[src/rtl/flash_cmd_pkg.sv]
package flash_cmd_pkg;
  localparam logic [7:0] KEY_A_DATA   = 8'hAA;
  localparam logic [7:0] KEY_B_DATA   = 8'h55;
  localparam logic [7:0] OP_PROG      = 8'hA0;
  localparam logic [7:0] OP_ERS_SETUP = 8'h80;
  localparam logic [7:0] OP_CHIP      = 8'h10;
  localparam logic [7:0] OP_SECT      = 8'h30;
  localparam logic [7:0] OP_LOCK      = 8'h40;
  localparam logic [7:0] OP_ID_ON     = 8'h90;
  localparam logic [7:0] OP_ID_OFF    = 8'hF0;

  typedef enum logic [2:0] {
    SQ_IDLE, SQ_KEY1, SQ_KEY2, SQ_PROG, SQ_ERS, SQ_ERS_K1, SQ_ERS_K2
  } seq_t;

  typedef enum logic [2:0] {
    JOB_NONE, JOB_PROG, JOB_CHIP, JOB_SECT, JOB_LOCK
  } job_t;
endpackage

[src/rtl/cmd_key_match.sv]
module cmd_key_match #(
  parameter int CMP_W = 15,
  parameter logic [CMP_W-1:0] KEY_A_ADDR = 15'h5555,
  parameter logic [CMP_W-1:0] KEY_B_ADDR = 15'h2AAA
) (
  input  logic [CMP_W-1:0] addr,
  input  logic [7:0]       data,
  output logic             hit_key_a,
  output logic             hit_key_b,
  output logic             at_cmd_addr
);
  import flash_cmd_pkg::*;

  always_comb begin
    at_cmd_addr = (addr == KEY_A_ADDR);
    hit_key_a   = at_cmd_addr && (data == KEY_A_DATA);
    hit_key_b   = (addr == KEY_B_ADDR) && (data == KEY_B_DATA);
  end
endmodule

[src/rtl/cmd_seq_fsm.sv]
module cmd_seq_fsm (
  input  logic                clk,
  input  logic                rst_n,
  input  logic                wr_stb,
  input  logic                busy,
  input  logic [7:0]          wr_data,
  input  logic                hit_key_a,
  input  logic                hit_key_b,
  input  logic                at_cmd_addr,
  output flash_cmd_pkg::job_t job_now,
  output flash_cmd_pkg::job_t job_q,
  output logic                id_mode
);
  import flash_cmd_pkg::*;

  seq_t seq_q, seq_nxt;
  logic id_nxt;
  logic accept;

  assign accept = wr_stb && !busy;

  always_comb begin
    seq_nxt = seq_q;
    id_nxt  = id_mode;
    job_now = JOB_NONE;
    if (accept) begin
      // mismatch default: back to read mode, but AA@5555 restarts a sequence
      seq_nxt = hit_key_a ? SQ_KEY1 : SQ_IDLE;
      id_nxt  = 1'b0;
      unique case (seq_q)
        SQ_IDLE: begin
          if (hit_key_a) id_nxt = id_mode;
        end
        SQ_KEY1: begin
          if (hit_key_b) begin
            seq_nxt = SQ_KEY2;
            id_nxt  = id_mode;
          end
        end
        SQ_KEY2: begin
          if (at_cmd_addr) begin
            if (wr_data == OP_PROG) begin
              seq_nxt = SQ_PROG;
              id_nxt  = id_mode;
            end else if (wr_data == OP_ERS_SETUP) begin
              seq_nxt = SQ_ERS;
              id_nxt  = id_mode;
            end else if (wr_data == OP_ID_ON) begin
              seq_nxt = SQ_IDLE;
              id_nxt  = 1'b1;
            end else if (wr_data == OP_ID_OFF) begin
              seq_nxt = SQ_IDLE;
            end
          end
        end
        SQ_PROG: begin
          seq_nxt = SQ_IDLE;
          id_nxt  = id_mode;
          job_now = JOB_PROG;
        end
        SQ_ERS: begin
          if (hit_key_a) begin
            seq_nxt = SQ_ERS_K1;
            id_nxt  = id_mode;
          end
        end
        SQ_ERS_K1: begin
          if (hit_key_b) begin
            seq_nxt = SQ_ERS_K2;
            id_nxt  = id_mode;
          end
        end
        SQ_ERS_K2: begin
          if (wr_data == OP_SECT) begin
            job_now = JOB_SECT;
          end else if (at_cmd_addr && wr_data == OP_CHIP) begin
            job_now = JOB_CHIP;
          end else if (at_cmd_addr && wr_data == OP_LOCK) begin
            job_now = JOB_LOCK;
          end
          if (job_now != JOB_NONE) begin
            seq_nxt = SQ_IDLE;
            id_nxt  = id_mode;
          end
        end
        default: begin
          seq_nxt = SQ_IDLE;
        end
      endcase
    end
  end

  always_ff @(posedge clk or negedge rst_n) begin
    if (!rst_n) begin
      seq_q   <= SQ_IDLE;
      id_mode <= 1'b0;
      job_q   <= JOB_NONE;
    end else begin
      seq_q   <= seq_nxt;
      id_mode <= id_nxt;
      job_q   <= job_now;
    end
  end
endmodule

[src/rtl/id_read_map.sv]
module id_read_map #(
  parameter int         OFS_W    = 2,
  parameter logic [7:0] MFR_CODE = 8'hDA,
  parameter logic [7:0] DEV_CODE = 8'h0B
) (
  input  logic [OFS_W-1:0] rd_ofs,
  input  logic             lock_state,
  output logic [7:0]       id_rd_data
);
  always_comb begin
    id_rd_data = 8'h00;
    if (rd_ofs == OFS_W'(0))      id_rd_data = MFR_CODE;
    else if (rd_ofs == OFS_W'(1)) id_rd_data = DEV_CODE;
    else if (rd_ofs == OFS_W'(2)) id_rd_data = {7'b0, lock_state};
  end
endmodule

[src/rtl/flash_cmd_seq.sv]
module flash_cmd_seq #(
  parameter int         ADDR_W   = 18,
  parameter int         CMP_W    = 15,
  parameter int         OFS_W    = 2,
  parameter logic [7:0] MFR_CODE = 8'hDA,
  parameter logic [7:0] DEV_CODE = 8'h0B
) (
  input  logic              clk,
  input  logic              rst_n,
  input  logic              wr_stb,
  input  logic [ADDR_W-1:0] wr_addr,
  input  logic [7:0]        wr_data,
  input  logic              busy,
  input  logic [OFS_W-1:0]  rd_ofs,
  input  logic              lock_state,
  output logic              id_mode,
  output logic [7:0]        id_rd_data,
  output logic              start_prog,
  output logic              start_chip_erase,
  output logic              start_sect_erase,
  output logic              start_lock_set,
  output logic [ADDR_W-1:0] job_addr,
  output logic [7:0]        job_data
);
  import flash_cmd_pkg::*;

  logic hit_key_a, hit_key_b, at_cmd_addr;
  job_t job_now, job_q;
  logic job_load;

  cmd_key_match #(.CMP_W(CMP_W)) u_match (
    .addr       (wr_addr[CMP_W-1:0]),
    .data       (wr_data),
    .hit_key_a  (hit_key_a),
    .hit_key_b  (hit_key_b),
    .at_cmd_addr(at_cmd_addr)
  );

  cmd_seq_fsm u_fsm (
    .clk        (clk),
    .rst_n      (rst_n),
    .wr_stb     (wr_stb),
    .busy       (busy),
    .wr_data    (wr_data),
    .hit_key_a  (hit_key_a),
    .hit_key_b  (hit_key_b),
    .at_cmd_addr(at_cmd_addr),
    .job_now    (job_now),
    .job_q      (job_q),
    .id_mode    (id_mode)
  );

  id_read_map #(.OFS_W(OFS_W), .MFR_CODE(MFR_CODE), .DEV_CODE(DEV_CODE)) u_idmap (
    .rd_ofs    (rd_ofs),
    .lock_state(lock_state),
    .id_rd_data(id_rd_data)
  );

  assign job_load = (job_now != JOB_NONE);

  always_ff @(posedge clk or negedge rst_n) begin
    if (!rst_n) begin
      job_addr <= '0;
      job_data <= '0;
    end else if (job_load) begin
      job_addr <= wr_addr;
      job_data <= wr_data;
    end
  end

  assign start_prog       = (job_q == JOB_PROG);
  assign start_chip_erase = (job_q == JOB_CHIP);
  assign start_sect_erase = (job_q == JOB_SECT);
  assign start_lock_set   = (job_q == JOB_LOCK);
endmodule

[config.mk]
export PLATFORM = sky130hd
export DESIGN_NAME = flash_cmd_seq
export DESIGN_NICKNAME = d
export VERILOG_FILES = /design/src/rtl/flash_cmd_pkg.sv /design/src/rtl/cmd_key_match.sv /design/src/rtl/cmd_seq_fsm.sv /design/src/rtl/id_read_map.sv /design/src/rtl/flash_cmd_seq.sv
export SDC_FILE = /design/constraint.sdc
export NUM_CORES = 1
export LEC_CHECK = 0
export CAP_MARGIN = 10
export CORE_MARGIN = 4
export CORE_UTILIZATION = 40
export DETAILED_ROUTE_END_ITERATION = 8
export DONT_BUFFER_PORTS = 1
export PLACE_DENSITY = 0.6
export SYNTH_ARGS = -nofsm -noshare
export SYNTH_HDL_FRONTEND = slang
export SYNTH_HIERARCHICAL = 1
export SYNTH_SLANG_ARGS = --single-unit
[constraint.sdc]
create_clock -name clk -period 2.2 [get_ports clk]
set_input_delay 0.11 -clock clk [delete_from_list [all_inputs] [get_ports clk]]
set_output_delay 0.11 -clock clk [all_outputs]
set_load 0.02 [all_outputs]
==> metrics, run 1 <==
outcome finished clean; Routed WL 4440 um; clock buffer depth 2; Seq/Total Area, Yosys between 40% and 50%; DR pass1 iterations 4; proportion of layout cells with a drive suffix above 1 30.6%; GPL Wtd Cong approximately 0.70; VDD IR max 0.000401 V; flops & latches, synth 33; Post-Layout Cell Count 230; Hold Path Sink u_fsm/job_q[2]; Rows 23; first-pass GRT wire length approximately 7100 um; worst setup margin around 0.14 ns; Sequential cell area 826 um^2; Layout area overhead 26.1%; nets@finish between 200 and 250; Final min period ~2.1 ns; DRC Markers 0; ANT cells 0; via-per-instance ratio 5.67; ys async rst share 100%; fill count 368; CTS tree done; Tot Pwr 1150 uW; Clock Latency Late Sink roughly 0.29 ns; I/O Buffers 0; Antenna Nets Post-Route 0; ys flop type dfrtp_1; hold_sp wr_data[4]; critical path launch point type flip-flop; CP arrival 2.22 ns; Net Sw Frac a little under a quarter; Max Cap Viol 0; Leak about 0.001 uW; Fmax a little under 0.5 GHz; Initial DRC Count 36; power per cell area 521 nW/um^2; initial core utilization 42.4%; footprint of the multi-input gates roughly 850 um^2; syn_area_per_cell between 10 and 15 um^2; dpl hpwl 2960 um; chip height roughly 74 um; TritonCTS Buffers 5; Yosys warning total 6; Gate power share 8.4%; Netlist cell types between 40 and 50; final clock skew approximately 0.008 ns; Global Route Usage Sum 17.4%; final period utilization ~94%; Slew Viols, Final 0; Post-CTS Setup Repair Bufs 0; top cells by area, synth dfrtp_1 (47%), mux2_2 (17%), buf_4 (2.6%), nor4bb_1 (1.7%), nor3b_1 (1.7%); H-tree depth 2; clock share of power roughly two fifths; total gr overflow 0; min-delay worst type in2reg; Rel. slew slack 54.1%; Cell Int Power between 800 and 900 uW; hold path depth 2; Place WS -0.166 ns; Worst R2R Path Depth 5; setup TNS 0 ns; vias in the first global route about 1400; Final Hold Fails 0; crit-path max FO 13; reg-to-reg endpoint job_addr[8]; kind of end point of the critical path flip-flop; clock root buffer clkbuf_8; DR vias 1303; dominant cell type by area after synthesis dfrtp_1; area of the core between 4000 and 5000 um^2; pin count of the biggest net entering global routing 34; initial antenna violation count 0; Hold WS 0.0376 ns; mapped cell area between 1500 and 2000 um^2; sequential group share of total power a little over half; worst reg2reg startpoint u_fsm/seq_q[2]; Crit path required time 2.36 ns; RSZ-0062 raised after global routing no; Least-Margin Pin Slew 0.688 ns; Synth top area share a little under half; # setup viols final 0; Die W about 74 um; io pins between 70 and 80; cell total after placement ~190; Reg clk slew, reported paths ~0.07 ns; Routed wire per std cell 19.3 um; Sw Pwr around 260 uW; r2r setup slk approximately 0.14 ns; Syn Inst Count around 140; number of synthesized flops with an enable pin 0; DIE AREA 5480 um^2; CTS Sinks 33; type of the worst setup path reg2reg
[worst max-delay path: stages (launching register included)]
cell and delay (ns):
dfrtp_1 0.39, nor4b_2 0.18, a41oi_1 0.25, nor2_2 0.12
nor3_4 0.58, mux2_2 0.41
[cells in the final DEF (no fill, tap or decap), drive strengths merged, types with 2 or more instances in the layout]
cell type,synthesis,routed
conb,1,2
nor4b,2,2
nor4bb,3,3
mux2,27,27
buf,9,11
dfrtp,33,33
nor2b,2,2
nor2,6,6
nand4b,3,3
o21ai,2,2
inv,3,3
nand4,2,2
nor3,2,3
mux2i,2,2
nand2b,2,2
nand2,7,7
nand3,3,3
and3b,2,2
clkbuf,3,7
dlygate4sd3,0,27
or3b,2,2
nor3b,5,5
nor4,4,4
a21oi,4,4
[synthesized netlist by cell type, types with 3 or more instances]
library cell   n
dfrtp_1       33
nor4_1         3
nor4bb_1       3
nand4b_1       3
nand2_1        7
buf_4          6
nor3b_1        4
nand3_1        3
inv_1          3
nor2_1         6
mux2_2        26
a21oi_1        4
[area by class of cell]
cell class | count | area share [%]
flip-flops and latches | 33 | 37.5
well taps | 50 | 2.84
repair buffers | 38 | 16.6
multi-input cells | 98 | 38.7
inverters | 3 | 0.512
clock inverters | 1 | 0.341
clock buffers | 7 | 3.47
[state kept, by name (all words and copies together), names as in the netlist]
name,count
u_fsm/job_q,3
job_addr,18
job_data,8
u_fsm/seq_q,3
u_fsm/id_mode,1
[stage by stage]
stage	utilization [%]	instance area, um^2
global placement	43.9	1810
floorplan	-	1750
finish	53.5	2200
global route	53.5	2200
detailed placement	43.9	1810
CTS	53.4	2200
[worst max path at each step]
stage / from / endpoint
floorplan: wr_data[1] / job_data[1]
global placement: u_fsm/seq_q[2] / job_addr[0]
detailed placement: u_fsm/seq_q[2] / job_addr[8]
CTS: u_fsm/seq_q[2] / job_addr[8]
global route: u_fsm/seq_q[2] / job_addr[8]
finish: u_fsm/seq_q[2] / job_addr[8]
[cells by family after synthesis]
kind of cell | count (synthesis) | synth area share (%)
AOI/OAI and AO/OA | 15 | 6.24
buffers and inverters | 15 | 5.52
DFF | 33 | 47.3
muxes | 29 | 18.6
other | 1 | 0.215
and+or+nand+nor | 51 | 22.1
[repair_timing]
action                                  4_1_cts  5_1_grt
hold buffers                                 28        0
endpoints found under the hold margin        60        0
pin swaps                                     1        0
endpoints found under the setup margin       26        1
gates cloned                                  1        0
resized for setup                             1        1
[power by group through the flow]
stage               registers [uW]  logic, uW  clock network, uW
floorplan                      618       45.2                  0
global placement               618       40.3                  0
detailed placement             618       40.4                  0
CTS                            606       98.0                455
global route                   606        105                498
finish                         607       96.0                443
[metal layers]
layer  GRT usage, %  vias up  share of wire, %  wire (um)
li1               -      603                 -          -
met1           20.1      637                39       1710
met2           28.4       53                50       2220
met3           7.57       10               9.7        431
met4           6.64        0               1.7         77
met5              0        -                 0          0
Note: power is estimated with default switching activity, not from simulation.
==> run 2: changes to the inputs <==
--- a/config.mk
+++ b/config.mk
@@ -10,7 +10,7 @@
 export CORE_UTILIZATION = 40
 export DETAILED_ROUTE_END_ITERATION = 8
 export DONT_BUFFER_PORTS = 1
-export PLACE_DENSITY = 0.6
+export PLACE_DENSITY = 0.58
 export SYNTH_ARGS = -nofsm -noshare
 export SYNTH_HDL_FRONTEND = slang
 export SYNTH_HIERARCHICAL = 1
==> constraint.sdc (replaced) <==
create_clock -name clk -period 2.1 [get_ports clk]
set_input_delay 0.315 -clock clk [delete_from_list [all_inputs] [get_ports clk]]
set_output_delay 0.315 -clock clk [all_outputs]
set_load 0.02 [all_outputs]
==> run 2 against run 1 <==
Sequential power rose by 4.6%. Non-clock buffer count down 21. Sequential share of layout area increased by 2.0 points. Final cell count is 8.7% lower. Die area unchanged. Register-to-register slack got worse by 0.05 ns. Hold slack improved by 0.10 ns. Combinational power fell by 31%. Design area shrank 5.1%.
==> metrics, run 2 (same netlist as run 1, synthesis figures left out) <==
Clock Latency Late Sink about 0.27 ns; CTS Sinks 33; DR vias 1242; Crit path required time ~2.3 ns; dpl hpwl approximately 3000 um; initial core utilization between 40% and 50%; Net Sw Frac about 22%; Rows 23; clock buffer depth 2; ANT cells 0; design area roughly 2100 um^2; Gate power share 5.5%; DIE AREA 5480 um^2; kind of end point of the critical path flip-flop; clock root buffer clkbuf_8; Die W 74.0 um; Sw Pwr ~260 uW; commonest cells after routing, fill and taps aside dfrtp_1 (33), mux2_2 (25), buf_4 (15); Reg clk slew, reported paths roughly 0.07 ns; initial antenna violation count 0; final clock skew about 0.008 ns; VDD IR max 0.000339 V; Layout area overhead 19.7%; Final Hold Fails 0; CP arrival 2.24 ns; vias in the first global route 1297; io pins 72; Largest register FFs 18; crit-path max FO 13; setup TNS 0 ns; Initial DRC Count 82; type of the worst setup path in2reg; clock share of power between 40 and 50%; most common cell after layout, fill and taps aside dfrtp_1; I/O Buffers 0; Antenna Nets Post-Route 0; chip height 74.0 um; proportion of layout cells with a drive suffix above 1 between 40% and 50%; GPL Wtd Cong 0.762; Global Route Usage Sum between 10% and 20%; nets@finish 192; pin count of the biggest net entering global routing 34; Rel. slew slack 51.6%; final core occ between 50% and 60%; Cell Area, Placed between 1500 and 2000 um^2; Cell Int Power 958 uW; # setup viols final 0; largest reg by FF count job_addr; via-per-instance ratio slightly below 6; Final min period between 2 and 2.5 ns; DRC Markers 0; Slew Viols, Final 0; Max Cap Viol 0; critical path launch point type primary input; Fmax between 0.4 and 0.5 GHz; TritonCTS Buffers 5; total gr overflow 0; CTS tree done; RSZ-0062 raised after global routing yes; Top Registers job_addr x18, job_data x8; Least-Margin Pin Slew approximately 0.72 ns; Routed wire per std cell 20.3 um; DR pass1 iterations 4; area of the core roughly 4100 um^2; hold path depth 1; outcome finished clean; sequential group share of total power 52.0%; H-tree depth 2; first-pass GRT wire length approximately 6400 um; Worst R2R Path Depth 6; Routed WL 4260 um; min-delay worst type in2reg; final period utilization a little over nine tenths; Leak between 0.0009 and 0.001 uW; power per cell area 585 nW/um^2
==> run 2: cell types whose count changed in the layout (fill, tap and decap cells not counted), sizes merged <==
cell,previous run,this run
clkinv,0,1
clkinvlp,1,0
dlygate4sd3,27,1
nor3,3,4
buf,11,16
==> run 2: power groups by stage <==
stage / sequential, uW / clock, uW / combinational [uW]
floorplan: 648 / 0 / 50.8
global placement: 648 / 0 / 45.6
detailed placement: 648 / 0 / 46.0
CTS: 635 / 529 / 65.5
global route: 635 / 557 / 72.4
finish: 635 / 519 / 66.6
==> run 2: layout make-up <==
cell class,count,area (um^2)
clock buffers,7,96.3
multi-input cells,99,945
clock inverters,1,5.00
flip-flops and latches,33,826
repair buffers,17,143
well taps,50,62.6
fillers,372,2030
inverters,3,11.3
==> run 2: worst paths after layout <==
kind | startpoint | endpoint | slack (ns)
setup / recovery | wr_addr[4] | job_addr[9] | 0.02
hold / removal | wr_data[5] | u_fsm/seq_q[2] | 0.14
setup reg to reg | u_fsm/seq_q[2] | job_addr[9] | 0.09
hold reg to reg | u_fsm/seq_q[2] | u_fsm/seq_q[2] | 0.64
max in group asynchronous | rst_n | u_fsm/job_q[1] | 1.43
min in group asynchronous | rst_n | job_addr[16] | 0.49
==> run 2: what timing repair did <==
action                                  CTS  global route
cloned                                    1             1
hold endpoints to repair                 33             0
endpoints found under the setup margin   27            30
pin swaps                                 5            11
gates resized for setup                   5             5
buffers inserted                          2             3
hold buffers                              2             0
==> run 2: through the flow <==
stage / power (uW) / worst slack (ns) / std cells / hold WS, ns
after detailed placement: 694 / -0.321 / 193 / 0.0202
final: 1220 / 0.0211 / 210 / 0.142
after global routing: 1260 / -0.0747 / 210 / 0.126
after CTS: 1230 / 0.000750 / 206 / 0.130
after global placement: 693 / -0.252 / 193 / 0.0202
after floorplan: 698 / -0.168 / 145 / 0.0194
==> run 2: worst max-delay path: stages <==
cell	delay, ns
or4bb_4	0.21
nor4_4	0.04
buf_4	0.16
nor2_1	0.28
nor3_4	0.06
buf_4	0.15
nor3_4	0.60
mux2_2	0.42
==> run 2: per-layer routing <==
metal  up-vias  track usage, %  wire, um
met5         -               0         0
met4         0            5.23        46
met3         9            5.00       334
met2        50            25.3      2070
met1       620            19.3      1810
li1        563               -         -
==> run 3: changes to the inputs <==
--- a/config.mk
+++ b/config.mk
@@ -5,6 +5,7 @@
 export SDC_FILE = /design/constraint.sdc
 export NUM_CORES = 1
 export LEC_CHECK = 0
+export ABC_AREA = 1
 export CAP_MARGIN = 10
 export CORE_MARGIN = 4
 export CORE_UTILIZATION = 40
==> run 3 against run 2 <==
Sequential power is 9.1% higher. Critical path depth is 1 higher. Sequential cell count stayed put. Fmax is 15% higher. Total power is 16% higher. Count of clock-buffer cells in the layout is 1 lower. Final cell count is 56% higher. Critical path type is now reg2reg.
==> metrics, run 3 <==
CP arrival 1.98 ns; Netlist cell types 21; critical path launch point type flip-flop; proportion of layout cells with a drive suffix above 1 a little under an eighth; commonest cells after routing, fill and taps aside nand2_1 (99), nand3_1 (40), dfrtp_1 (33); vias in the first global route between 1500 and 2000; VDD IR max between 0.0004 and 0.0005 V; outcome finished clean; flops & latches, synth 33; ANT cells 0; r2r setup slk 0.29 ns; Fmax between 0.5 and 0.6 GHz; Leak approximately 0.0011 uW; clock root buffer clkbuf_8; initial antenna violation count 0; CP endpoint job_addr[6]; kind of end point of the critical path flip-flop; Seq/Total Area, Yosys between 40 and 50%; dpl hpwl between 3000 and 4000 um; clock buffer depth 2; Rel. slew slack between 50% and 60%; type of the worst setup path reg2reg; final clock skew between 0.004 and 0.005 ns; CTS tree done; Slew Viols, Final 0; Antenna Nets Post-Route 0; Final Hold Fails 0; largest reg by FF count job_addr; TritonCTS Buffers 5; io pins 72; Global Route Usage Sum around 16%; Crit path required time 2.27 ns; Final min period around 1.8 ns; Worst R2R Path Depth 9; Die W 76.9 um; total gr overflow 0; power per cell area about 700 nW/um^2; Reg clk slew, reported paths about 0.070 ns; ys flop type dfrtp_1; RSZ-0062 raised after global routing no; dominant cell type by area after synthesis dfrtp_1; area of the core 4470 um^2; fill count 467; first-pass GRT wire length about 7700 um; Largest register FFs 18; worst reg2reg startpoint u_fsm/seq_q[0]; Synth top area share between 40% and 50%; most common cell after layout, fill and taps aside nand2_1; I/O Buffers 0; worst setup margin 0.288 ns; pin count of the biggest net entering global routing 34; mapped cell area about 1900 um^2; DRC Markers 0; ys async rst share 100%; top cells by area, synth dfrtp_1 (43%), nand2_1 (20%), nand3_1 (11%), nor2_1 (5.3%), inv_1 (4.9%); nets@finish 308; worst setup path startpoint u_fsm/seq_q[0]; CTS Sinks 33; Max Cap Viol 0; H-tree depth 2; via-per-instance ratio between 4 and 5; Syn Inst Count around 270; setup TNS 0 ns; Clock Latency Late Sink between 0.2 and 0.3 ns; GPL Wtd Cong between 0.8 and 0.9; final period utilization a little under nine tenths; Top Registers job_addr x18, job_data x8; hold_sp wr_addr[16]; Yosys warning total 6; Layout area overhead 9.29%; DR vias 1636; Routed WL ~4500 um; Initial DRC Count approximately 130; Place WS 0.0329 ns; Rows 24; DIE AREA about 6000 um^2; min-delay worst type in2reg; Least-Margin Pin Slew approximately 0.66 ns; initial core utilization a little over two fifths; ranking of synthesized cells by instance count nand2_1 (99), nand3_1 (40), dfrtp_1 (33); Resize count post-CTS 0; reg-to-reg endpoint job_addr[6]; number of synthesized flops with an enable pin 0; crit-path max FO 20; chip height 76.9 um; # setup viols final 0; cell with the most instances after synthesis nand2_1; syn_area_per_cell roughly 7 um^2; Routed wire per std cell roughly 14 um; DR pass1 iterations 4
==> run 3: cell types whose count changed after synthesis, sizes merged, moves of 3 or more <==
| cell | change |
|---|---|
| nand2 | +95 |
| inv | +27 |
| nor4 | -4 |
| mux2 | -27 |
| nor2 | +31 |
| clkbuf | -3 |
| nor3b | -5 |
| nor3 | +8 |
| nand4b | -3 |
| nor4bb | -3 |
| nand3 | +38 |
==> run 3: layout make-up <==
cell class	instances	area (um^2)	area share [%]
tap	52	65.1	3.13
sequential	33	826	39.8
multi-input combinational	199	880	42.4
timing repair buffer	6	72.6	3.50
inverter	30	113	5.42
clock inverter	2	37.5	1.81
clock buffer	6	82.6	3.98
==> run 3: timing repair <==
| action | CTS | global route |
|---|---|---|
| hold buffers | 2 | 0 |
| setup buffers | 0 | 0 |
| hold endpoints to repair | 33 | 0 |
==> run 3: how the worst min path moves through the flow <==
stage,endpoint,cells after the start
6_report,job_addr[16],2
2_1_floorplan,job_addr[0],0
3_3_place_gp,job_addr[8],0
5_1_grt,job_addr[1],2
4_1_cts,job_data[1],2
3_5_place_dp,job_addr[8],0
==> run 3: cell families (layout without fill, tap and decap cells) <==
group,after synthesis,count (layout),share of synthesized area (%)
AND/OR/NAND/NOR,192,192,44.6
buffers and inverters,41,44,10.4
flip-flops,33,33,43.5
AO/OA/AOI/OAI,5,5,1.32
other,1,2,0.197
==> run 3: stage by stage <==
| step | power (uW) | instances | area [um^2] | utilization, % | hold WS, ns |
|---|---|---|---|---|---|
| global placement | 782 | 318 | 1930 | 43.0 | 0.0200 |
| CTS | 1430 | 328 | 2080 | 46.4 | 0.128 |
| finish | 1410 | 328 | 2080 | 46.4 | 0.135 |
| global route | 1480 | 328 | 2080 | 46.4 | 0.126 |
| detailed placement | 782 | 318 | 1930 | 43.0 | 0.0200 |
| floorplan | 773 | 273 | 1900 | - | 0.0194 |
==> run 3: power by group <==
group / internal (uW) / switching, uW
combinational: 34.5 / 59.9
sequential: 655 / 38.7
clock: 386 / 238
==> run 3: routing by layer <==
metal  up-vias  GRT usage, %  wire length, um
met2        52          24.6             1950
met1       729          20.6             2050
li1        848             -                -
met5         -             0                0
met3         7          7.26              446
met4         0          6.52               77
==> run 3: critical path: stages (launching register included) <==
cell     delay [ns]
dfrtp_1        0.45
inv_2          0.10
nand3_1        0.14
nor2_1         0.12
nand3_1        0.08
a21oi_1        0.25
inv_2          0.14
buf_4          0.24
nand3_1        0.10
nand2_1        0.06
